==> src/rtl/i2c_rt_pkg.sv <==
package i2c_rt_pkg;
  typedef enum logic [2:0] {
    ST_IDLE,
    ST_ADDR,
    ST_AACK,
    ST_HOLD,
    ST_LAUNCH,
    ST_SHIFT,
    ST_MACK
  } rt_state_e;
endpackage

==> src/rtl/i2c_rt_sync.sv <==
module i2c_rt_sync #(
  parameter int unsigned STAGES = 2,
  parameter int unsigned LINES  = 2
) (
  input  logic             clk,
  input  logic             rst_n,
  input  logic [LINES-1:0] line_i,
  output logic [LINES-1:0] line_s
);
  for (genvar g = 0; g < LINES; g++) begin : g_line
    logic [STAGES-1:0] chain_q;
    logic [STAGES-1:0] chain_d;

    always_comb begin
      chain_d = {chain_q[STAGES-2:0], line_i[g]};
    end

    // idle bus level is high, so the chain resets to ones
    always_ff @(posedge clk or negedge rst_n) begin
      if (!rst_n) chain_q <= '1;
      else        chain_q <= chain_d;
    end

    assign line_s[g] = chain_q[STAGES-1];
  end
endmodule

==> src/rtl/i2c_rt_evt.sv <==
module i2c_rt_evt (
  input  logic clk,
  input  logic rst_n,
  input  logic scl_s,
  input  logic sda_s,
  output logic scl_rise,
  output logic scl_fall,
  output logic start_ev,
  output logic stop_ev
);
  logic scl_d_q;
  logic sda_d_q;

  always_ff @(posedge clk or negedge rst_n) begin
    if (!rst_n) begin
      scl_d_q <= 1'b1;
      sda_d_q <= 1'b1;
    end else begin
      scl_d_q <= scl_s;
      sda_d_q <= sda_s;
    end
  end

  always_comb begin
    scl_rise = scl_s & ~scl_d_q;
    scl_fall = ~scl_s & scl_d_q;
    // SCL must be high in both samples so a simultaneous change is not taken
    start_ev = scl_s & scl_d_q & sda_d_q & ~sda_s;
    stop_ev  = scl_s & scl_d_q & ~sda_d_q & sda_s;
  end
endmodule

==> src/rtl/i2c_rt_txbuf.sv <==
module i2c_rt_txbuf #(
  parameter int unsigned DATA_W = 8
) (
  input  logic              clk,
  input  logic              rst_n,
  input  logic              wr_en,
  input  logic [DATA_W-1:0] wr_data,
  input  logic              full_clr,
  output logic [DATA_W-1:0] buf_data,
  output logic              full
);
  logic [DATA_W-1:0] data_q;
  logic              full_q;
  logic              full_d;

  always_comb begin
    // a write in the same cycle as the clear keeps the buffer full
    if (wr_en)         full_d = 1'b1;
    else if (full_clr) full_d = 1'b0;
    else               full_d = full_q;
  end

  always_ff @(posedge clk or negedge rst_n) begin
    if (!rst_n) full_q <= 1'b0;
    else        full_q <= full_d;
  end

  always_ff @(posedge clk or negedge rst_n) begin
    if (!rst_n)     data_q <= '0;
    else if (wr_en) data_q <= wr_data;
  end

  assign buf_data = data_q;
  assign full     = full_q;
endmodule

==> src/rtl/i2c_rt_fsm.sv <==
module i2c_rt_fsm
  import i2c_rt_pkg::*;
#(
  parameter int unsigned DATA_W = 8,
  localparam int unsigned ADDR_W = DATA_W - 1,
  localparam int unsigned CNT_W  = $clog2(DATA_W + 1)
) (
  input  logic              clk,
  input  logic              rst_n,
  input  logic              scl_rise,
  input  logic              scl_fall,
  input  logic              start_ev,
  input  logic              stop_ev,
  input  logic              sda_s,
  input  logic [ADDR_W-1:0] own_addr,
  input  logic              buf_full,
  input  logic [DATA_W-1:0] buf_data,
  input  logic              rel_req,
  input  logic              irq_clr,
  output logic              scl_oe,
  output logic              sda_oe,
  output logic              bf_clr,
  output logic              irq_flag,
  output logic              rw_stat,
  output rt_state_e         state
);
  localparam logic [CNT_W-1:0] LAST_BIT = CNT_W'(DATA_W - 1);
  localparam logic [CNT_W-1:0] ALL_BITS = CNT_W'(DATA_W);

  rt_state_e         state_q, state_d;
  logic [CNT_W-1:0]  bit_q, bit_d;
  logic [DATA_W-1:0] sh_q, sh_d;
  logic              sda_oe_q, sda_oe_d;
  logic              scl_oe_q, scl_oe_d;
  logic              irq_q, irq_d;
  logic              rw_q, rw_d;
  logic              ack_q, ack_d;
  logic              irq_set;
  logic              addr_hit;

  assign addr_hit = (sh_q[DATA_W-1:1] == own_addr) && sh_q[0];

  always_comb begin
    state_d  = state_q;
    bit_d    = bit_q;
    sh_d     = sh_q;
    sda_oe_d = sda_oe_q;
    scl_oe_d = scl_oe_q;
    rw_d     = rw_q;
    ack_d    = ack_q;
    irq_set  = 1'b0;
    bf_clr   = 1'b0;

    if (start_ev) begin
      state_d  = ST_ADDR;
      bit_d    = '0;
      sda_oe_d = 1'b0;
      scl_oe_d = 1'b0;
      rw_d     = 1'b0;
    end else if (stop_ev) begin
      state_d  = ST_IDLE;
      sda_oe_d = 1'b0;
      scl_oe_d = 1'b0;
      rw_d     = 1'b0;
    end else begin
      unique case (state_q)
        ST_IDLE: ;
        ST_ADDR: begin
          if (scl_rise) begin
            sh_d  = {sh_q[DATA_W-2:0], sda_s};
            bit_d = bit_q + 1'b1;
          end else if (scl_fall && bit_q == ALL_BITS) begin
            if (addr_hit) begin
              sda_oe_d = 1'b1;
              rw_d     = 1'b1;
              state_d  = ST_AACK;
            end else begin
              state_d  = ST_IDLE;
            end
          end
        end
        ST_AACK: begin
          if (scl_fall) begin
            sda_oe_d = 1'b0;
            scl_oe_d = 1'b1;
            irq_set  = 1'b1;
            state_d  = ST_HOLD;
          end
        end
        ST_HOLD: begin
          if (rel_req && buf_full) begin
            sh_d     = buf_data;
            sda_oe_d = ~buf_data[DATA_W-1];
            bit_d    = '0;
            state_d  = ST_LAUNCH;
          end
        end
        ST_LAUNCH: begin
          // first bit settles on SDA one cycle before SCL is let go
          scl_oe_d = 1'b0;
          state_d  = ST_SHIFT;
        end
        ST_SHIFT: begin
          if (scl_fall) begin
            if (bit_q == LAST_BIT) begin
              sda_oe_d = 1'b0;
              bf_clr   = 1'b1;
              state_d  = ST_MACK;
            end else begin
              bit_d    = bit_q + 1'b1;
              sh_d     = {sh_q[DATA_W-2:0], 1'b0};
              sda_oe_d = ~sh_q[DATA_W-2];
            end
          end
        end
        ST_MACK: begin
          if (scl_rise) begin
            ack_d = ~sda_s;
          end else if (scl_fall) begin
            irq_set = 1'b1;
            if (ack_q) begin
              scl_oe_d = 1'b1;
              state_d  = ST_HOLD;
            end else begin
              state_d  = ST_IDLE;
            end
          end
        end
        default: state_d = ST_IDLE;
      endcase
    end

    if (irq_set)      irq_d = 1'b1;
    else if (irq_clr) irq_d = 1'b0;
    else              irq_d = irq_q;
  end

  always_ff @(posedge clk or negedge rst_n) begin
    if (!rst_n) begin
      state_q  <= ST_IDLE;
      bit_q    <= '0;
      sh_q     <= '0;
      sda_oe_q <= 1'b0;
      scl_oe_q <= 1'b0;
      irq_q    <= 1'b0;
      rw_q     <= 1'b0;
      ack_q    <= 1'b0;
    end else begin
      state_q  <= state_d;
      bit_q    <= bit_d;
      sh_q     <= sh_d;
      sda_oe_q <= sda_oe_d;
      scl_oe_q <= scl_oe_d;
      irq_q    <= irq_d;
      rw_q     <= rw_d;
      ack_q    <= ack_d;
    end
  end

  assign scl_oe   = scl_oe_q;
  assign sda_oe   = sda_oe_q;
  assign irq_flag = irq_q;
  assign rw_stat  = rw_q;
  assign state    = state_q;
endmodule

==> src/rtl/i2c_rd_target.sv <==
module i2c_rd_target
  import i2c_rt_pkg::*;
#(
  parameter int unsigned DATA_W      = 8,
  parameter int unsigned SYNC_STAGES = 2,
  localparam int unsigned ADDR_W     = DATA_W - 1
) (
  input  logic              clk,
  input  logic              rst_n,
  input  logic [ADDR_W-1:0] own_addr,
  input  logic              scl_i,
  input  logic              sda_i,
  output logic              scl_oe,
  output logic              sda_oe,
  input  logic              txd_wr,
  input  logic [DATA_W-1:0] txd,
  input  logic              rel_req,
  input  logic              irq_clr,
  output logic              buf_full,
  output logic              irq_flag,
  output logic              rw_stat
);
  logic [1:0]        lines_s;
  logic              scl_rise, scl_fall, start_ev, stop_ev;
  logic              bf_clr;
  logic [DATA_W-1:0] buf_data;
  rt_state_e         fsm_state;

  i2c_rt_sync #(.STAGES(SYNC_STAGES), .LINES(2)) u_sync (
    .clk    (clk),
    .rst_n  (rst_n),
    .line_i ({scl_i, sda_i}),
    .line_s (lines_s)
  );

  i2c_rt_evt u_evt (
    .clk      (clk),
    .rst_n    (rst_n),
    .scl_s    (lines_s[1]),
    .sda_s    (lines_s[0]),
    .scl_rise (scl_rise),
    .scl_fall (scl_fall),
    .start_ev (start_ev),
    .stop_ev  (stop_ev)
  );

  i2c_rt_txbuf #(.DATA_W(DATA_W)) u_txbuf (
    .clk      (clk),
    .rst_n    (rst_n),
    .wr_en    (txd_wr),
    .wr_data  (txd),
    .full_clr (bf_clr),
    .buf_data (buf_data),
    .full     (buf_full)
  );

  i2c_rt_fsm #(.DATA_W(DATA_W)) u_fsm (
    .clk      (clk),
    .rst_n    (rst_n),
    .scl_rise (scl_rise),
    .scl_fall (scl_fall),
    .start_ev (start_ev),
    .stop_ev  (stop_ev),
    .sda_s    (lines_s[0]),
    .own_addr (own_addr),
    .buf_full (buf_full),
    .buf_data (buf_data),
    .rel_req  (rel_req),
    .irq_clr  (irq_clr),
    .scl_oe   (scl_oe),
    .sda_oe   (sda_oe),
    .bf_clr   (bf_clr),
    .irq_flag (irq_flag),
    .rw_stat  (rw_stat),
    .state    (fsm_state)
  );
endmodule

==> config.mk <==
export PLATFORM = sky130hd
export DESIGN_NAME = i2c_rd_target
export DESIGN_NICKNAME = d
export VERILOG_FILES = /design/src/rtl/i2c_rt_pkg.sv /design/src/rtl/i2c_rt_sync.sv /design/src/rtl/i2c_rt_evt.sv /design/src/rtl/i2c_rt_txbuf.sv /design/src/rtl/i2c_rt_fsm.sv /design/src/rtl/i2c_rd_target.sv
export SDC_FILE = /design/constraint.sdc
export NUM_CORES = 1
export LEC_CHECK = 0
export BUFFER_PORTS_ARGS = -buffer_cell sky130_fd_sc_hd__buf_2
export CELL_PAD_IN_SITES_DETAIL_PLACEMENT = 0
export CELL_PAD_IN_SITES_GLOBAL_PLACEMENT = 1
export CORE_MARGIN = 2
export CORE_UTILIZATION = 49
export CTS_BUF_LIST = sky130_fd_sc_hd__clkbuf_8
export CTS_CLUSTER_SIZE = 20
export DETAILED_ROUTE_END_ITERATION = 8
export PLACE_DENSITY_LB_ADDON = 0.1
export SETUP_SLACK_MARGIN = 0.5
export SYNTH_ARGS = -nofsm -noshare
export SYNTH_HDL_FRONTEND = slang
export SYNTH_SLANG_ARGS = --single-unit
==> constraint.sdc <==
create_clock -name clk -period 3.8 [get_ports clk]
set_clock_uncertainty 0.05 [all_clocks]
set_input_delay 0.76 -clock clk [delete_from_list [all_inputs] [get_ports clk]]
set_output_delay 0.76 -clock clk [all_outputs]
set_load 0.03 [all_outputs]
==> metrics.txt <==
total placed cells including tap cells between 200 and 300; Finished Layout Cells around 270; clock network fraction of total power between 20% and 30%; Leak between 0.001 and 0.0015 uW; Int Power 803 uW; Die Area approximately 4500 sq um; Die Y-Extent 67.1 um; sequential element share of the synthesized area a little under half; number of synthesized register bits 35; power density cells 550 nW/um^2; CTS tree yes; Die Span X between 60 and 70 um; Yosys top cell area share 37.2%; via count of the first global-routing pass roughly 1400; power spent charging and discharging nets 396 uW; Final HPWL DP around 2900 um; Cells after Synth 200; TritonCTS Sinks 35; share of total power in combinational logic between 20% and 30%; sequential cell fraction of total power 45.0%; final worst hold slack a little over 0.3 ns; clock slew seen by the registers of the worst setup and hold paths ~0.07 ns; number of different library cells in the post-synthesis netlist between 40 and 50; number of instances resized during post-cts repair 0; setup repair after global routing missed its margin no; post-detailed-route wirelength per cell about 15 um; maximum net fanout on the critical path 17; wire length of the first global-routing pass roughly 7000 um; Post-Synthesis Mean Instance Area just under 10 sq um; required time of the critical path 3.96 ns; starting density of the core between 50% and 60%; Yosys top cell by area dfrtp_1; root buffer cell clkbuf_8; number of input and output port buffers inserted 26; boundary pin count 27; Net count, final between 200 and 250; measured slew at the worst slew-check pin roughly 0.76 ns; net count after synthesis 224; via count 1519; wire length on met1 1850 um; average via count per standard cell around 5.6; Antenna Cells 0; Final Hold Fails 0; Arr. time, crit path 2.42 ns; hold bufs inserted after CTS 0; share of cells above drive strength 1 between 20% and 30%; synth-to-layout area growth 11.7%; Max Cap Violations 0; Total GRT Usage 21.1%; Setup TNS 0 ns; DR WL met3 between 150 and 200 um; total core area between 3000 and 4000 sq um; Netlist Area Pre-Place 1950 sq um; Num CTS Buffers 5; switching power share of the total 33.1%; max-slew violation count 0; Yosys warning total 0; pin count of the biggest net entering global routing 36; latest clock arrival within the worst-skew pair just under 0.3 ns; endpoint kind of the worst setup timing path flop; initial antenna violation count 0; fill cell total of the finished layout roughly 340; crit path kind flop to flop; fin crit share between 50 and 60%; worst-case vdd ir drop between 0.0002 and 0.0003 V; routed wl met2 1940 um; Initial DRT Pass Iterations 4; worst slew margin relative to its limit between 40% and 50%; final worst path period need about 2.3 ns; Startpoint Class flop; type of the most critical hold path flop to flop; Area contributors post-synth dfrtp_1, dfstp_2, mux2i_1; Max Root-Sink Buffers 2; number of setup buffers added after CTS 0; total of endpoints with negative setup slack in the final report 0; violation count after the first detailed-route iteration approximately 150; highest routed metal layer met4; placer congestion estimate between 0.8 and 0.9; number of nets with antenna violations after routing 0; Remaining Overflow, GRT 0; maximum achievable frequency 443 MHz; run status finished, final reports clean; count of standard-cell rows 22; DRC violations left 0; CTS HTree Levels 2; Total Routed Length between 4000 and 5000 um
==> placed cells by master, fill, tap and decap left out, drive strengths merged, types with 2 or more instances in the layout <==
master / instances
nand2: 21
buf: 26
a22oi: 2
a211o: 2
and3: 4
a21boi: 2
nand2b: 4
nor2: 13
clkbuf: 6
xor2: 6
xnor2: 2
mux2: 8
nand3: 6
nand4: 4
o211ai: 2
a21oi: 7
mux2i: 10
nor3: 4
ha: 2
dfrtp: 29
dfstp: 6
o21ai: 20
inv: 9
nor4: 3
nor2b: 5
a31oi: 3
==> worst max-delay path, stage by stage, from the launching register on <==
cell and delay, ns:
dfrtp_1 0.65, nor2b_1 0.57, o311ai_2 0.22, and3_4 0.24, o21ai_2 0.14, nand2_1 0.12
a31oi_1 0.18
==> final timing paths <==
path                                                       start                                     to  slack, ns  cells past startpoint
max                                   u_fsm.state[0]$_DFFE_PN0P_             u_fsm.bit_q[2]$_DFFE_PN0P_       1.54                      6
min                        u_sync.g_line[1].chain_q[0]$_DFF_PN1_  u_sync.g_line[1].chain_q[1]$_DFF_PN1_       0.31                      0
max reg2reg                           u_fsm.state[0]$_DFFE_PN0P_             u_fsm.bit_q[2]$_DFFE_PN0P_       1.54                      6
min reg2reg                u_sync.g_line[1].chain_q[0]$_DFF_PN1_  u_sync.g_line[1].chain_q[1]$_DFF_PN1_       0.31                      0
max in group asynchronous                                  rst_n             u_fsm.bit_q[1]$_DFFE_PN0P_       2.72                      1
min in group asynchronous                                  rst_n                u_fsm.ack_q$_DFFE_PN0P_       0.49                      1
==> area by class of cell <==
type | instances | area [sq um] | share of cell area [%]
Tap cell | 48 | 60.1 | 2.76
Clock buffer | 6 | 82.6 | 3.79
Multi-Input combinational cell | 143 | 955 | 43.8
Inverter | 9 | 33.8 | 1.55
Sequential cell | 35 | 883 | 40.5
Clock inverter | 2 | 35.0 | 1.61
Timing Repair Buffer | 26 | 130 | 5.97
==> power by group through the flow <==
stage	Sequential (uW)	Combinational [uW]	Clock [uW]
after floorplan	525	261	0
after global placement	545	302	0
after detailed placement	547	312	0
after CTS	540	314	355
after global routing	555	352	375
final	540	310	350
==> per-stage QoR <==
step | util [%] | worst slack, ns | total power (uW) | area (sq um)
2_1_floorplan | - | 1.89 | 787 | 1950
3_3_place_gp | 55.1 | 1.62 | 846 | 2060
3_5_place_dp | 55.1 | 1.58 | 859 | 2060
4_1_cts | 58.2 | 1.56 | 1210 | 2180
5_1_grt | 58.2 | 1.31 | 1280 | 2180
6_report | 58.2 | 1.54 | 1200 | 2180
==> routing by layer <==
layer | track usage (%) | vias to the layer above
met4 | 7.65 | 0
met2 | 33.0 | 39
met5 | 0 | -
li1 | - | 740
met1 | 29.2 | 734
met3 | 3.72 | 6
==> Yosys cell counts (all sizes together) <==
cell / n
o211ai: 2
inv: 9
a211o: 2
clkbuf: 4
or3b: 1
o31ai: 1
nand2: 21
a21oi: 7
o22ai: 1
o311ai: 1
a41oi: 1
a21o: 1
dfstp: 6
nor3: 4
ha: 2
and3: 4
nor3b: 1
or2: 1
a22oi: 2
mux2i: 10
nand2b: 4
nand3b: 1
xor2: 6
a221oi: 1
a31oi: 3
buf: 9
nand3: 6
xnor2: 2
and3b: 1
o21ai: 20
dfrtp: 29
nor2b: 5
mux2: 8
nor4: 3
nor2: 13
nand4: 4
a32o: 1
maj3: 1
a21boi: 2
==> cells by family after synthesis <==
group | Yosys count | synth area share (%)
and+or+nand+nor | 69 | 18.7
AOI/OAI and AO/OA | 45 | 15.0
DFF | 35 | 45.3
buffers and inverters | 22 | 5.83
muxes | 18 | 9.74
xor gates and xnor gates | 8 | 3.59
adders and majority gates | 3 | 1.86
==> flip-flops by register name (all words and copies together) (netlist names) <==
| register | flops |
|---|---|
| u_txbuf.full | 1 |
| u_sync.g_line.chain_q | 4 |
| u_evt.scl_d_q | 1 |
| u_fsm.scl_oe | 1 |
| u_fsm.rw_stat | 1 |
| u_txbuf.buf_data | 8 |
| u_fsm.irq_flag | 1 |
| u_fsm.bit_q | 4 |
| u_fsm.sh_q | 8 |
| u_fsm.state | 3 |
| u_fsm.sda_oe | 1 |
| u_fsm.ack_q | 1 |
| u_evt.sda_d_q | 1 |
No activity file was read; power rests on OpenSTA's default activity.
